==> src/rtl/dp_alu_pkg.sv <==
package dp_alu_pkg;

  typedef enum logic [2:0] {
    OP_AND  = 3'd0,
    OP_OR   = 3'd1,
    OP_ADD  = 3'd2,
    OP_SUB  = 3'd3,
    OP_ADDA = 3'd4,
    OP_SUBA = 3'd5,
    OP_RSV6 = 3'd6,
    OP_RSV7 = 3'd7
  } alu_op_e;

  // what the adder sees on its second input
  typedef enum logic [1:0] {
    BSRC_PASS  = 2'd0,
    BSRC_INV   = 2'd1,
    BSRC_ZERO  = 2'd2,
    BSRC_ONES  = 2'd3
  } bsrc_e;

  function automatic bsrc_e bsrc_of(alu_op_e op);
    case (op)
      OP_ADD:  return BSRC_PASS;
      OP_SUB:  return BSRC_INV;
      OP_SUBA: return BSRC_ONES;
      default: return BSRC_ZERO;
    endcase
  endfunction

  function automatic logic is_arith(alu_op_e op);
    return (op == OP_ADD) || (op == OP_SUB) || (op == OP_ADDA) || (op == OP_SUBA);
  endfunction

  function automatic logic is_logic(alu_op_e op);
    return (op == OP_AND) || (op == OP_OR);
  endfunction

endpackage

==> src/rtl/dp_alu_bsel.sv <==
module dp_alu_bsel
  import dp_alu_pkg::*;
#(
  parameter int unsigned W = 8
) (
  input  bsrc_e          src,
  input  logic [W-1:0]   b_in,
  output logic [W-1:0]   b_eff
);
  always_comb begin
    case (src)
      BSRC_PASS: b_eff = b_in;
      BSRC_INV:  b_eff = ~b_in;
      BSRC_ONES: b_eff = '1;
      default:   b_eff = '0;
    endcase
  end
endmodule

==> src/rtl/dp_alu_adder.sv <==
module dp_alu_adder #(
  parameter int unsigned W = 8
) (
  input  logic [W-1:0] x,
  input  logic [W-1:0] y,
  input  logic         cin,
  output logic [W-1:0] sum,
  output logic         cout
);
  logic [W:0] chain;
  assign chain[0] = cin;

  for (genvar gi = 0; gi < W; gi++) begin : g_bit
    logic prop;
    assign prop          = x[gi] ^ y[gi];
    assign sum[gi]       = prop ^ chain[gi];
    assign chain[gi+1]   = (x[gi] & y[gi]) | (prop & chain[gi]);
  end

  assign cout = chain[W];
endmodule

==> src/rtl/dp_alu_logic.sv <==
module dp_alu_logic #(
  parameter int unsigned W = 8
) (
  input  logic [W-1:0] x,
  input  logic [W-1:0] y,
  input  logic         pick_or,
  output logic [W-1:0] z
);
  assign z = pick_or ? (x | y) : (x & y);
endmodule

==> src/rtl/dp_alu.sv <==
module dp_alu
  import dp_alu_pkg::*;
#(
  parameter int unsigned W = 8
) (
  input  logic [W-1:0] opnd_a,
  input  logic [W-1:0] opnd_b,
  input  logic [2:0]   op_code,
  input  logic         carry_in,
  output logic [W-1:0] result,
  output logic         carry_out,
  output logic         sign_out
);
  localparam int unsigned MSB = W - 1;

  alu_op_e      op_w;
  bsrc_e        bsrc_w;
  logic [W-1:0] b_eff_w;
  logic [W-1:0] add_sum_w;
  logic         add_cout_w;
  logic [W-1:0] logic_out_w;
  logic         arith_sel_w;
  logic         logic_sel_w;

  assign op_w        = alu_op_e'(op_code);
  assign bsrc_w      = bsrc_of(op_w);
  assign arith_sel_w = is_arith(op_w);
  assign logic_sel_w = is_logic(op_w);

  dp_alu_bsel #(.W(W)) u_bsel (
    .src   (bsrc_w),
    .b_in  (opnd_b),
    .b_eff (b_eff_w)
  );

  dp_alu_adder #(.W(W)) u_adder (
    .x    (opnd_a),
    .y    (b_eff_w),
    .cin  (carry_in),
    .sum  (add_sum_w),
    .cout (add_cout_w)
  );

  dp_alu_logic #(.W(W)) u_logic (
    .x       (opnd_a),
    .y       (opnd_b),
    .pick_or (op_code[0]),
    .z       (logic_out_w)
  );

  always_comb begin
    if (arith_sel_w)      result = add_sum_w;
    else if (logic_sel_w) result = logic_out_w;
    else                  result = '0;
  end

  assign carry_out = arith_sel_w & add_cout_w;
  assign sign_out  = result[MSB];
endmodule

==> config.mk <==
export PLATFORM = sky130hd
export DESIGN_NAME = dp_alu
export DESIGN_NICKNAME = d
export VERILOG_FILES = /design/src/rtl/dp_alu_pkg.sv /design/src/rtl/dp_alu_bsel.sv /design/src/rtl/dp_alu_adder.sv /design/src/rtl/dp_alu_logic.sv /design/src/rtl/dp_alu.sv
export SDC_FILE = /design/constraint.sdc
export NUM_CORES = 1
export LEC_CHECK = 0
export ABC_AREA = 1
export BUFFER_PORTS_ARGS = -buffer_cell sky130_fd_sc_hd__buf_2
export CAP_MARGIN = 40
export CELL_PAD_IN_SITES_DETAIL_PLACEMENT = 1
export CELL_PAD_IN_SITES_GLOBAL_PLACEMENT = 2
export CORE_ASPECT_RATIO = 1.75
export CORE_MARGIN = 2
export CORE_UTILIZATION = 24
export DETAILED_ROUTE_END_ITERATION = 12
export PLACE_DENSITY_LB_ADDON = 0.12
export SLEW_MARGIN = 20
export SYNTH_ARGS = -nofsm -noshare
export SYNTH_HDL_FRONTEND = slang
export SYNTH_HIERARCHICAL = 1
export SYNTH_SLANG_ARGS = --single-unit
==> constraint.sdc <==
create_clock -name vclk -period 12.6
set_input_delay 2.52 -clock vclk [all_inputs]
set_output_delay 2.52 -clock vclk [all_outputs]
set_load 0.02 [all_outputs]
==> metrics.md, run 1 <==
| Metric | Value |
|---|---|
| Final WL | `between 1500 and 2000 µm` |
| CP most frequent cell | `fa_1` |
| Tightest Hold Check Type | `input pin to output pin` |
| Vias in the first global route | `780` |
| Layout cells sized above 1 | `0.254` |
| PortBufs | `30` |
| Max stage delay on crit path | `about 0.47 ns` |
| DR vias | `761` |
| Final slew viol count | `0` |
| Register area share after synthesis | `0` |
| RSZ-0062 raised after global routing | `no` |
| Filler instances | `362` |
| Final min period | `9.80 ns` |
| HPWL after DPL | `1460 µm` |
| Critical path endpoint | `sign_out` |
| Power per cell area | `49.7 mW/mm²` |
| Setup_tns | `0 ns` |
| Post-CTS Hold Buffers | `0` |
| Outcome | `finished, final reports clean` |
| CP bufs+invs | `8` |
| Worst path slowest cell | `nor2_1` |
| CP startpoint | `op_code[2]` |
| Number of top-level pins | `30` |
| Post-route ant nets | `0` |
| Final hold violation count | `0` |
| Peak supply drop | `~0.000016 V` |
| DRC viols | `0` |
| Die width | `approximately 42 µm` |
| Initial Util | `0.246` |
| Startpoint types | `input pin` |
| Max_cap viols | `0` |
| Initial antenna violation count | `0` |
| Final setup fails | `0` |
| DR WL/cell | `a little over 10 µm` |
| LEAKAGE | `0.504 nW` |
| CP max FO | `10` |
| Drt pass-1 iters | `2` |
| Antenna Cells | `0` |
| Die height | `between 70 and 80 µm` |
| Endpoint type of the worst setup path | `output pin` |
| Worst slew margin relative to its limit | `0.587` |
| # clk buffers | `0` |
| Top cell family by delay on the critical path | `adder cells` |
| WP data required | `between 10 and 15 ns` |
| Crit Path Category | `input pin to output pin` |
| Period utilization | `0.778` |
| Total GRT Usage | `0.132` |
| Grt total ovfl | `0` |
| Pin count of the biggest net entering global routing | `11` |
| Syn avg cell area | `between 5 and 6 µm²` |
| CP arrival | `about 7.3 ns` |
| Mapped Cells | `between 100 and 150` |
| Seq Cell Count | `0` |
| Placed insts | `between 150 and 200` |
| Storage element area | `0 µm²` |
| Placer Congestion | `around 0.71` |
| Postcts setup bufs | `0` |
| Vias per Instance | `4.53` |
| Initial DRC count | `4` |
| Post_cts resized | `0` |
| Achievable Freq | `approximately 100 MHz` |
| Final net count | `around 170` |
| Critical path depth | `24` |
| Core area | `between 0.002 and 0.0025 mm²` |
| Die footprint | `0.00292 mm²` |
| Area of the multi-input gates | `slightly below 500 µm²` |
| Num rows | `24` |
| Worst slew pin tran | `0.617 ns` |
| Post-Syn Nets | `about 140` |
| Crit path cell chain | `buf_2 > inv_1 > nand2_2 > nand2_4 > inv_2 > nor2_1 > nor2_4 > nand2_1 > nand2_1 > inv_1 > fa_1 > inv_1 > fa_1 > fa_1 > fa_1 > fa_1 > fa_1 > fa_1 > inv_1 > fa_1 > inv_1 > nand2_1 > nand2_1 > buf_2` |
| Global-route wire length before repair | `roughly 3200 µm` |
| Non-filler cells, final | `~170` |
| Yosys cell types | `12` |
| Yosys warning total | `6` |
| Area growth syn-to-layout | `29.3%` |
| Mapped Area | `598 µm²` |
## per-layer routing
| metal | GRT usage | vias to the layer above | share of wire |
|---|---|---|---|
| met5 | 0 | - | 0 |
| met4 | 0 | 0 | 0 |
| met3 | 0 | 0 | 0.032 |
| met2 | 0.273 | 16 | 0.58 |
| met1 | 0.152 | 356 | 0.39 |
| li1 | - | 389 | - |
## cells in the mapped netlist
library cell / n / area [µm²]
nand2_4: 1 / 11.3
o21ai_0: 8 / 40.0
a21oi_1: 8 / 40.0
inv_1: 23 / 86.3
fa_1: 8 / 160
nor2_4: 1 / 11.3
buf_4: 1 / 7.51
nor2_1: 10 / 37.5
inv_2: 2 / 7.51
nand2_2: 1 / 6.26
nand2_1: 49 / 184
nor2_2: 1 / 6.26
## logic make-up after synthesis
logic type / count (synthesis) / synth area share
buffers and inverters: 26 / 0.169
AOI/OAI and AO/OA: 16 / 0.134
and+or+nand+nor: 63 / 0.429
adders and majority gates: 8 / 0.268
## power by group
part / switching, mW / internal [mW]
clock: 0 / 0
sequential: 0 / 0
combinational: 0.0243 / 0.0141
total: 0.0243 / 0.0141
## how the worst min path moves through the flow
stage,end,depth (start not counted),from
global placement,result[1],5,op_code[2]
CTS,result[0],5,op_code[2]
global route,result[5],5,op_code[2]
floorplan,result[0],3,op_code[2]
detailed placement,result[0],5,op_code[2]
finish,result[0],5,op_code[2]
## final cells by class
class,instances,area share
inverter,25,0.121
multi-input combinational,87,0.642
tap,26,0.0421
timing repair buffer,30,0.194
## cell usage in the layout (no fill, tap or decap), drive strengths merged
cell type | netlist | routed
buf | 1 | 30
inv | 25 | 25
o21ai | 8 | 8
fa | 8 | 8
a21oi | 8 | 8
nor2 | 12 | 12
nand2 | 51 | 51
## stage by stage
step | hold WS, ns | util | power (mW) | setup slack, ns | cell area [µm²]
after floorplan | 5.26 | - | 0.0258 | 3.28 | 598
after global placement | 5.49 | 0.318 | 0.0387 | 2.70 | 773
after detailed placement | 5.51 | 0.318 | 0.0396 | 2.69 | 773
after CTS | 5.51 | 0.318 | 0.0397 | 2.69 | 773
after global routing | 5.55 | 0.318 | 0.0447 | 2.41 | 773
final | 5.49 | 0.318 | 0.0384 | 2.80 | 773
(Power assumes the default switching activity.)
==> inputs of run 2 (changes only) <==
- CORE_UTILIZATION: 24 -> 22
- clock period: 12.6 -> 10.24 ns (I/O delays scaled with it)
==> run 2 against run 1 <==
  * Non-clock buffer count did not move
  * Clock-buffer cell count did not move
  * Worst setup slack got worse by 1.4 ns
  * Highest routed layer is now met4
  * Hold slack got worse by 0.93 ns
  * Utilization fell by 2.7 points
==> metrics.md, run 2 (synthesis gave the netlist of run 1 again) <==
| Metric | Value |
|---|---|
| Endpoint type of the worst setup path | `output pin` |
| Die footprint | `around 0.0032 mm²` |
| Initial antenna violation count | `0` |
| Die width | `around 43 µm` |
| Max_cap viols | `0` |
| Commonest non-fill, non-tap cells in the layout | `nand2_1 (49), buf_2 (30), inv_1 (23), nor2_1 (10)` |
| Initial DRC count | `6` |
| Global-route wire length before repair | `3230 µm` |
| Pin count of the biggest net entering global routing | `11` |
| Final min period | `~8.9 ns` |
| Non-filler cells, final | `approximately 170` |
| Final worst slack | `around 1.4 ns` |
| Vias per Instance | `approximately 4.6` |
| Drt pass-1 iters | `4` |
| Worst path slowest cell | `nor2_1` |
| Initial Util | `0.225` |
| Placed insts | `169` |
| Power per cell area | `a little over 60 mW/mm²` |
| CP most frequent cell | `fa_1` |
| Number of top-level pins | `30` |
| Final slew viol count | `0` |
| Worst slew pin tran | `0.627 ns` |
| LEAKAGE | `a little over 0.5 nW` |
| DR WL/cell | `roughly 11 µm` |
| Num rows | `25` |
| Outcome | `finished, final reports clean` |
| Final WL | `between 1500 and 2000 µm` |
| Peak supply drop | `approximately 0.000019 V` |
| Net Sw Frac | `0.639` |
| HPWL after DPL | `~1700 µm` |
| Setup_tns | `0 ns` |
| Startpoint types | `input pin` |
| # clk buffers | `0` |
| Reg power frac | `0` |
| Core area | `~0.0027 mm²` |
| Most common cell after layout, fill and taps aside | `nand2_1` |
| WP data required | `between 8 and 9 ns` |
| CP arrival | `between 6 and 7 ns` |
| Storage element area | `0 µm²` |
| DRC viols | `0` |
| Period utilization | `0.866` |
| Finished layout cell area | `between 700 and 800 µm²` |
| Achievable Freq | `between 100 and 150 MHz` |
| P_int | `approximately 0.017 mW` |
| Worst slew margin relative to its limit | `0.581` |
| Combinational cell fraction of total power | `1.000` |
| RSZ-0062 raised after global routing | `no` |
| Final hold violation count | `0` |
| Post-CTS Hold Buffers | `0` |
| Post-route ant nets | `0` |
| Psw | `roughly 0.031 mW` |
| Die height | `~73 µm` |
| Layout cells sized above 1 | `0.254` |
| Final setup fails | `0` |
| Final net count | `172` |
| Tightest Hold Check Type | `input pin to output pin` |
| Vias in the first global route | `slightly below 800` |
| Post_cts resized | `0` |
| Clock share of power | `0` |
| CP max FO | `10` |
| Total GRT Usage | `0.126` |
| Dpl ws | `1.30 ns` |
| Antenna Cells | `0` |
| Postcts setup bufs | `0` |
| Crit path cell chain | `buf_2 > inv_1 > nand2_2 > nand2_4 > inv_2 > nor2_1 > nor2_4 > nand2_1 > nand2_1 > inv_1 > fa_1 > inv_1 > fa_1 > fa_1 > fa_1 > fa_1 > fa_1 > fa_1 > inv_1 > fa_1 > inv_1 > nand2_1 > nand2_1 > buf_2` |
| Grt total ovfl | `0` |
| Crit Path Category | `input pin to output pin` |
| Seq Cell Count | `0` |
| Max stage delay on crit path | `~0.48 ns` |
| DR vias | `between 700 and 800` |
| DP Area | `774 µm²` |
| Placer Congestion | `around 0.81` |
| PortBufs | `30` |
| Hold depth | `5` |
| Area growth syn-to-layout | `29.5%` |
==> run 2: cell counts in the layout (fill, tap and decap cells not counted) <==
Identical to the previous run, type by type.
==> run 2: worst max-delay path, delay by kind of cell <==
family | cells | cell delay (ns)
simple gates | 8 | 1.24
fa+ha+maj | 8 | 2.87
buf+inv | 8 | 0.66
==> run 2: final timing paths <==
| check | start | endpoint | slack [ns] |
|---|---|---|---|
| setup / recovery | op_code[2] | sign_out | 1.37 |
| hold / removal | op_code[2] | result[3] | 4.56 |
==> run 2: layer usage <==
| layer | wire length, µm | GRT usage | vias to the layer above |
|---|---|---|---|
| li1 | - | - | 387 |
| met1 | 743 | 0.142 | 365 |
| met2 | 1120 | 0.259 | 22 |
| met3 | 66 | 0.00495 | 2 |
| met4 | 8 | 0.0101 | 0 |
| met5 | 0 | 0 | - |
==> run 2: cell type report <==
type,instances,area [µm²]
timing repair buffer,30,150
multi-input combinational,87,497
tap,27,33.8
fill,380,1880
inverter,25,93.8
==> run 2: metrics by stage <==
step	total power [mW]	util	hold WS, ns
6_report	0.0483	0.291	4.56
5_1_grt	0.0555	0.291	4.61
4_1_cts	0.0497	0.291	4.57
3_5_place_dp	0.0495	0.291	4.57
3_3_place_gp	0.0482	0.291	4.55
2_1_floorplan	0.0317	-	4.32
==> run 2: power groups by stage <==
stage / clock, mW / sequential [mW] / combinational [mW]
final: 0 / 0 / 0.0483
after detailed placement: 0 / 0 / 0.0495
after global routing: 0 / 0 / 0.0555
after CTS: 0 / 0 / 0.0497
after global placement: 0 / 0 / 0.0482
after floorplan: 0 / 0 / 0.0317
==> inputs of run 3 (changes only) <==
- PLACE_DENSITY_LB_ADDON: 0.12 -> 0.1
- REMOVE_ABC_BUFFERS: unset -> 1
==> run 3 against run 2 <==
  * Maximum frequency decreased by 0.33%
  * Utilization unchanged
  * Flip-flop and latch count did not move
  * Total power decreased by 0.79%
  * First-iteration DRC count shrank 83%
  * Clock-buffer cell count unchanged
  * Worst setup slack worse by 0.029 ns
  * Critical path type unchanged
  * Largest cell class unchanged
  * Largest power group unchanged
==> metrics.md, run 3 (synthesis gave the netlist of run 1 again) <==
| Metric | Value |
|---|---|
| Outcome | `finished, final reports clean` |
| Initial Util | `0.225` |
| Global-route wire length before repair | `between 3000 and 4000 µm` |
| Layout cells sized above 1 | `0.254` |
| Worst slew margin relative to its limit | `0.573` |
| Total GRT Usage | `0.124` |
| Psw | `0.0304 mW` |
| WL met1 | `673 µm` |
| Dpl ws | `approximately 1.3 ns` |
| Post-route ant nets | `0` |
| Final slew viol count | `0` |
| Final setup fails | `0` |
| Num rows | `25` |
| Post-CTS Hold Buffers | `0` |
| Initial DRC count | `1` |
| P_int | `0.0176 mW` |
| Grt total ovfl | `0` |
| Vias in the first global route | `764` |
| Drt pass-1 iters | `4` |
| Achievable Freq | `roughly 110 MHz` |
| Commonest non-fill, non-tap cells in the layout | `nand2_1 (49), buf_2 (30), inv_1 (23), nor2_1 (10)` |
| Die width | `roughly 43 µm` |
| CP arrival | `a little under 7 ns` |
| Seq Cell Count | `0` |
| Die height | `roughly 73 µm` |
| DR WL/cell | `10.8 µm` |
| Crit path cell chain | `buf_2 > inv_1 > nand2_2 > nand2_4 > inv_2 > nor2_1 > nor2_4 > nand2_1 > nand2_1 > inv_1 > fa_1 > inv_1 > fa_1 > fa_1 > fa_1 > fa_1 > fa_1 > fa_1 > inv_1 > fa_1 > inv_1 > nand2_1 > nand2_1 > buf_2` |
| Reg power frac | `0` |
| Postcts setup bufs | `0` |
| CP bufs+invs | `8` |
| Core area | `0.00266 mm²` |
| Worst slew pin tran | `between 0.6 and 0.7 ns` |
| CP most frequent cell | `fa_1` |
| Power, Total | `roughly 0.048 mW` |
| Crit Path Category | `input pin to output pin` |
| Top cell family by delay on the critical path | `adder cells` |
| Setup_tns | `0 ns` |
| HPWL after DPL | `about 1500 µm` |
| Die footprint | `around 0.0032 mm²` |
| Max stage delay on crit path | `0.49 ns` |
| Endpoint type of the worst setup path | `output pin` |
| Period utilization | `0.869` |
| RSZ-0062 raised after global routing | `no` |
| Area growth syn-to-layout | `29.5%` |
| DR vias | `between 700 and 800` |
| DR top layer | `met3` |
| CP max FO | `10` |
| Met3 Wirelength | `58 µm` |
| Placed insts | `approximately 170` |
| PortBufs | `30` |
| LEAKAGE | `~0.50 nW` |
| Worst path slowest cell | `nor2_1` |
| DRC viols | `0` |
| Initial antenna violation count | `0` |
| # clk buffers | `0` |
| Non-filler cells, final | `between 150 and 200` |
| Pin count of the biggest net entering global routing | `11` |
| Post_cts resized | `0` |
| Net Sw Frac | `0.634` |
| Antenna Cells | `0` |
| Filler instances | `approximately 380` |
| Vias per Instance | `~4.5` |
| Final net count | `around 170` |
| Startpoint types | `input pin` |
| Placer Congestion | `between 0.6 and 0.7` |
| Peak supply drop | `roughly 0.000017 V` |
| Met2 wire len | `between 1000 and 1500 µm` |
| Final min period | `between 8 and 9 ns` |
| Storage element area | `0 µm²` |
| Clock share of power | `0` |
| Max_cap viols | `0` |
| Tightest Hold Check Type | `input pin to output pin` |
| Power per cell area | `a little over 60 mW/mm²` |
| Combinational cell fraction of total power | `1.000` |
| Most common cell after layout, fill and taps aside | `nand2_1` |
| Final hold violation count | `0` |
| WP data required | `about 8 ns` |
| Final worst slack | `approximately 1.3 ns` |
| Final WL | `roughly 1800 µm` |
| Number of top-level pins | `30` |
run 3: cell counts in the layout (fill, tap and decap cells not counted):
Identical to the previous run, type by type.
run 3: path summary, 6_finish.rpt:
| kind | depth (start not counted) | start | to | slack [ns] |
|---|---|---|---|---|
| min | 5 | op_code[2] | result[0] | 4.55 |
| max | 24 | op_code[2] | sign_out | 1.34 |
run 3: layer usage:
layer	vias to the layer above	global-route usage
li1	388	-
met1	356	0.139
met2	14	0.257
met3	0	0.00248
met4	0	0.0101
met5	-	0
run 3: layout make-up:
class	count	area [µm²]	area share
Multi-Input combinational cell	87	497	0.641
Tap cell	27	33.8	0.0436
Inverter	25	93.8	0.121
Timing Repair Buffer	30	150	0.194
run 3: power by group through the flow:
stage                     combinational, mW  clock (mW)  sequential [mW]
after floorplan                      0.0308           0                0
after global placement               0.0482           0                0
after detailed placement             0.0494           0                0
after CTS                            0.0496           0                0
after global routing                 0.0556           0                0
final                                0.0479           0                0
run 3: metrics by stage:
step                      area, µm²  utilization  hold WS [ns]
after floorplan                 591            -          4.32
after global placement          774        0.291          4.55
after detailed placement        774        0.291          4.56
after CTS                       774        0.291          4.56
after global routing            774        0.291          4.61
final                           774        0.291          4.55
run 3: worst min-delay path: cells and delay by family:
family | cells | cell delay (ns)
and+or+nand+nor | 3 | 0.20
buffers and inverters | 2 | 0.26
